**src/rtl/crc16_pkg.sv**
```systemverilog
package crc16_pkg;

    localparam int BYTE_W = 8;
    localparam int CRC_W  = 16;

    localparam logic [CRC_W-1:0] DEF_POLY   = 16'h1021;
    localparam logic [CRC_W-1:0] DEF_INIT   = 16'hFFFF;
    localparam logic [CRC_W-1:0] DEF_XOROUT = 16'hFFFF;
    localparam logic [3:0]       DEF_SKIP   = 4'd1;

    // Settings that stay in force for the whole frame after its opening beat
    typedef struct packed {
        logic [CRC_W-1:0] poly;
        logic [CRC_W-1:0] xorout;
        logic             lsb_first;
        logic             gen_mode;
    } crc_run_t;

    function automatic logic [CRC_W-1:0] reflect16(input logic [CRC_W-1:0] v);
        logic [CRC_W-1:0] r;
        for (int i = 0; i < CRC_W; i++) r[i] = v[CRC_W-1-i];
        return r;
    endfunction

endpackage

```
**src/rtl/crc16_trailer_hold.sv**
```systemverilog
module crc16_trailer_hold
    import crc16_pkg::*;
(
    input  logic              clk,
    input  logic              rst,
    input  logic              clear,
    input  logic              push,
    input  logic [BYTE_W-1:0] din,
    output logic              evict,
    output logic [BYTE_W-1:0] evict_byte,
    output logic              full_next,
    output logic [CRC_W-1:0]  word_next
);
    logic [1:0]        cnt_q, cnt_eff, cnt_nx;
    logic [BYTE_W-1:0] old_q, new_q, old_eff, new_eff, old_nx, new_nx;

    always_comb begin
        cnt_eff = clear ? 2'd0 : cnt_q;
        old_eff = clear ? '0 : old_q;
        new_eff = clear ? '0 : new_q;
        cnt_nx  = cnt_eff;
        old_nx  = old_eff;
        new_nx  = new_eff;
        if (push) begin
            old_nx = new_eff;
            new_nx = din;
            cnt_nx = (cnt_eff == 2'd2) ? 2'd2 : cnt_eff + 2'd1;
        end
    end

    assign evict      = push && (cnt_eff == 2'd2);
    assign evict_byte = old_eff;
    assign full_next  = (cnt_nx == 2'd2);
    assign word_next  = {old_nx, new_nx};

    always_ff @(posedge clk) begin
        if (rst) begin
            cnt_q <= 2'd0;
            old_q <= '0;
            new_q <= '0;
        end else begin
            cnt_q <= cnt_nx;
            old_q <= old_nx;
            new_q <= new_nx;
        end
    end
endmodule

```
**config.mk**
```make
export PLATFORM = sky130hd
export DESIGN_NAME = crc16_trailer_hold
export DESIGN_NICKNAME = d
export VERILOG_FILES = /design/src/rtl/crc16_pkg.sv /design/src/rtl/crc16_trailer_hold.sv
export SDC_FILE = /design/constraint.sdc
export NUM_CORES = 1
export LEC_CHECK = 0
export BUFFER_PORTS_ARGS = -buffer_cell sky130_fd_sc_hd__buf_4
export CORE_MARGIN = 4
export CORE_UTILIZATION = 49
export CTS_CLUSTER_DIAMETER = 120
export DETAILED_ROUTE_END_ITERATION = 12
export PLACE_DENSITY = 0.89
export SLEW_MARGIN = 20
export SYNTH_ARGS = -nofsm -noshare
export SYNTH_HDL_FRONTEND = slang
export SYNTH_SLANG_ARGS = --single-unit
```
**constraint.sdc**
```tcl
create_clock -name clk -period 2 [get_ports clk]
set_clock_uncertainty 0.2 [all_clocks]
set_input_delay 0.3 -clock clk [delete_from_list [all_inputs] [get_ports clk]]
set_output_delay 0.3 -clock clk [all_outputs]
set_load 0.1 [all_outputs]
```
Yosys cells after proc, flatten, opt, wreduce, memory -nomap -nowiden
Cells that the tools add are included.
- $add $sub $neg: 1
- multiply operators: 0
- div/mod/pow operators: 0
- $lt $le $gt $ge: 0
- equality and inequality tests: 2
- shift operators: 0
- muxes and demuxes: 7
- bitwise operators: 0
- reductions and logical operators: 1
- operator list (cell ; count):
    8-bit 2-to-1 mux ; 4
    2-bit 2-to-1 mux ; 3
    2-bit equality test (second input constant) ; 2
    2-bit by 1-bit adder with 2-bit output (second input constant) ; 1
    1-bit logical AND ; 1
- flip-flop bits (word level): 18
- latch bits: 0
- bits in writable memories: 0
- memory bits (read-only): 0
- input bits: 12
- word-level logic and storage cells: 14
- memories: 0

Longest topological paths before layout
- depth after elaboration: 5
- gate-level depth with buffers: 5

Worst setup path before layout
Ideal clock, no wire load.
- path kind: in2out
- from: input push
- to: output full_next
- arrival time: 2.912 ns
- data required time: 1.500 ns
- path slack: -1.412 ns
- stages on the path: 3
- path buffers: 2
- path through: buf_2 > buf_4 > o31ai_1
- longest elaborated chain between the ends: 2
- ends and longest elaborated chain (what ; RTL line ; source):
    from (decl) ; crc16_trailer_hold.sv:7 ; input logic push,
    2-bit 2-to-1 mux ; crc16_trailer_hold.sv:24 ; if (push) begin
    2-bit equality test ; crc16_trailer_hold.sv:33 ; assign full_next = (cnt_nx == 2'd2);
    to (decl) ; crc16_trailer_hold.sv:11 ; output logic full_next,
No other way between the ends.

Final worst setup path
- from: input clear
- to: output word_next[1]
- longest elaborated chain between the ends: 2
- ends and longest elaborated chain (what ; RTL line ; source):
    from (decl) ; crc16_trailer_hold.sv:6 ; input logic clear,
    8-bit 2-to-1 mux ; crc16_trailer_hold.sv:20 ; new_eff = clear ? '0 : new_q;
    8-bit 2-to-1 mux ; crc16_trailer_hold.sv:24 ;
    to (decl) ; crc16_trailer_hold.sv:12 ; output logic [CRC_W-1:0] word_next
No other way between the ends.

==> results.json <==
{
  "p_per_area_nw_per_um2": 654,
  "yosysWarnings": 0,
  "path_class": "in -> out",
  "worstSetupStartpointType": "input port",
  "drv_cap": 0,
  "dr.pass1.iters": 4,
  "clockBufferDepth": 2,
  "cts.sinks": 18,
  "fin_crit_ns": 1.95,
  "cts_buffers": 3,
  "viasPerCell": 4.89,
  "wirelength_mm": 2.26,
  "drtIter0Drc": 11,
  "synth_seq_cells": 18,
  "p_total_mw": 0.847,
  "power_frac_comb_pct": 28.9,
  "status": "finished clean",
  "rsz0062_at_grt": "yes",
  "internal_power_mw": 0.550,
  "clkTransAtPathRegs_ns": 0.10,
  "nFillCells": 107,
  "die_w_microns": 50.1,
  "hp-class": "in -> reg",
  "final_core_utilization_pct": 81.3,
  "finalMaxSlewViolations": 0,
  "postCtsHoldBufs": 0,
  "required_ns": 1.50,
  "port_buffers": 37,
  "drive_gt1_share_pct": 45.8,
  "grt-ovfl-total": 0,
  "globalplace.congestion": 0.680,
  "initial_core_util_pct": 54.4,
  "cts_tree": "yes",
  "die_area_sq_um": 2510,
  "placementRows": 14,
  "worstSkewPairLatency_ns": 0.30,
  "wire_per_inst_microns": 13.6,
  "final_common_cell": "buf_4",
  "grt_max_degree": 28,
  "maxSlewHeadroom_pct": 79.7,
  "antenna_cells": 0,
  "core-area_sq_um": 1590,
  "swShare_pct": 35.1,
  "layout_common_cells": "buf_4 (37), nand2_1 (18), dfxtp_1 (17)",
  "track_usage_pct": 19.2,
  "htreeDepth": 1,
  "setup_violations": 0,
  "root_buffer": "clkbuf_4",
  "tightest_slew_ns": 0.296,
  "yosysSeqAreaShare_pct": 41.6,
  "avgSynthCellArea_sq_um": 8.42,
  "synth_cells": 103,
  "syn2layout_area_growth_pct": 49.5,
  "grt_pass1_wl_mm": 3.74,
  "synth_cell_types": 23,
  "nets": 157,
  "p_seq_share_pct": 44.5,
  "drc_errors": 0,
  "cp-end-kind": "primary output",
  "syn_area_sq_um": 867,
  "ir_worst_vdd_v": 0.000544,
  "p_sw_mw": 0.297,
  "arrival_ns": 1.45,
  "max_freq_mhz": 513,
  "vias": 812,
  "antenna_found_initial": 0,
  "final_antenna_net_count": 0,
  "fin_crit_sh_pct": 97.4,
  "grt_pass1_vias": 831,
  "cp_max_fo": 16,
  "p_clk_share_pct": 26.6,
  "p_leak_nw": 0.636,
  "syn-num-nets": 117,
  "io_pins": 38,
  "hold_viol_final": 0,
  "dp_hpwl_mm": 1.64,
  "die_h_microns": 50.1
}
## final cells by class
class / instances / area, sq um / area share, %
inverters: 1 / 3.75 / 0.290
repair buffers: 42 / 343 / 26.4
well taps: 24 / 30.0 / 2.32
multi-input cells: 77 / 522 / 40.3
clock buffers: 4 / 36.3 / 2.80
flip-flops and latches: 18 / 362 / 27.9
## timing repair
item | CTS | global route
endpoints found under the setup margin | 1 | 4
gates resized for setup | 4 | 7
pin swaps | 0 | 1
setup buffers | 1 | 0
## logic make-up after synthesis
group	count (synthesis)	share of synthesized area, %
AND/OR/NAND/NOR	56	33.8
flip-flops	18	41.6
buffers and inverters	8	5.19
adder cells (fa/ha/maj)	2	2.89
multiplexers	8	9.24
AO/OA/AOI/OAI	11	7.36
## through the flow
step,std cells,instance area [sq um],TNS [ns],setup WS [ns],hold slack (ns)
after floorplan,103,900,-2.53,-0.450,0.265
after global placement,161,1200,0,0.0906,0.316
after detailed placement,161,1200,0,0.0342,0.337
after CTS,166,1250,0,0.00652,0.0418
after global routing,166,1300,-0.0228,-0.0228,0.0518
final,166,1300,0,0.0512,0.0444
## cells in the mapped netlist (all sizes together)
cell     n  area share [%]
dfxtp   18              42
and2b    3             2.6
clkbuf   2            0.87
inv      1            0.43
a21oi    8             5.1
nor2b    5             3.6
nand3b   1            0.87
nor2    16             6.9
ha       2             2.9
or3b     8             8.4
mux2i    8             9.2
buf      5             3.9
nand2   18             7.8
o31ai    1            0.87
nand2b   2             1.4
and2     1            0.72
o22ai    2             1.4
or2      2             1.4
## flip-flops by register name, summed over array words and instances, names as in the netlist
| signal | cells |
|---|---|
| new_q | 8 |
| old_q | 8 |
| cnt_q | 2 |
## critical path: stages
cell and delay (ns):
buf_4 0.13, buf_4 0.19, or3b_1 0.43, nand2_1 0.10, buf_4 0.29
## power groups by stage
stage               clock network [mW]  registers, mW  logic (mW)
finish                           0.225          0.377       0.245
global placement                     0          0.384       0.229
CTS                              0.229          0.376       0.238
global route                     0.243          0.379       0.257
detailed placement                   0          0.385       0.234
floorplan                            0          0.383       0.180
## metal layers
layer  GRT usage (%)  wire length [microns]  up-vias
li1                -                      -      419
met1            22.4                    978      359
met2            34.6                   1150       29
met3            3.92                    103        5
met4            5.53                     29        0
met5               0                      0        -
## path summary, 6_finish.rpt
path / startpoint / end / slack, ns / cells past startpoint
max: clear / word_next[1] / 0.05 / 5
min: rst / new_q[6] / 0.04 / 2
max reg2reg: new_q[0] / new_q[0] / 0.80 / 2
min reg2reg: old_q[4] / old_q[4] / 0.35 / 2
No activity file was read; power rests on OpenSTA's default activity.
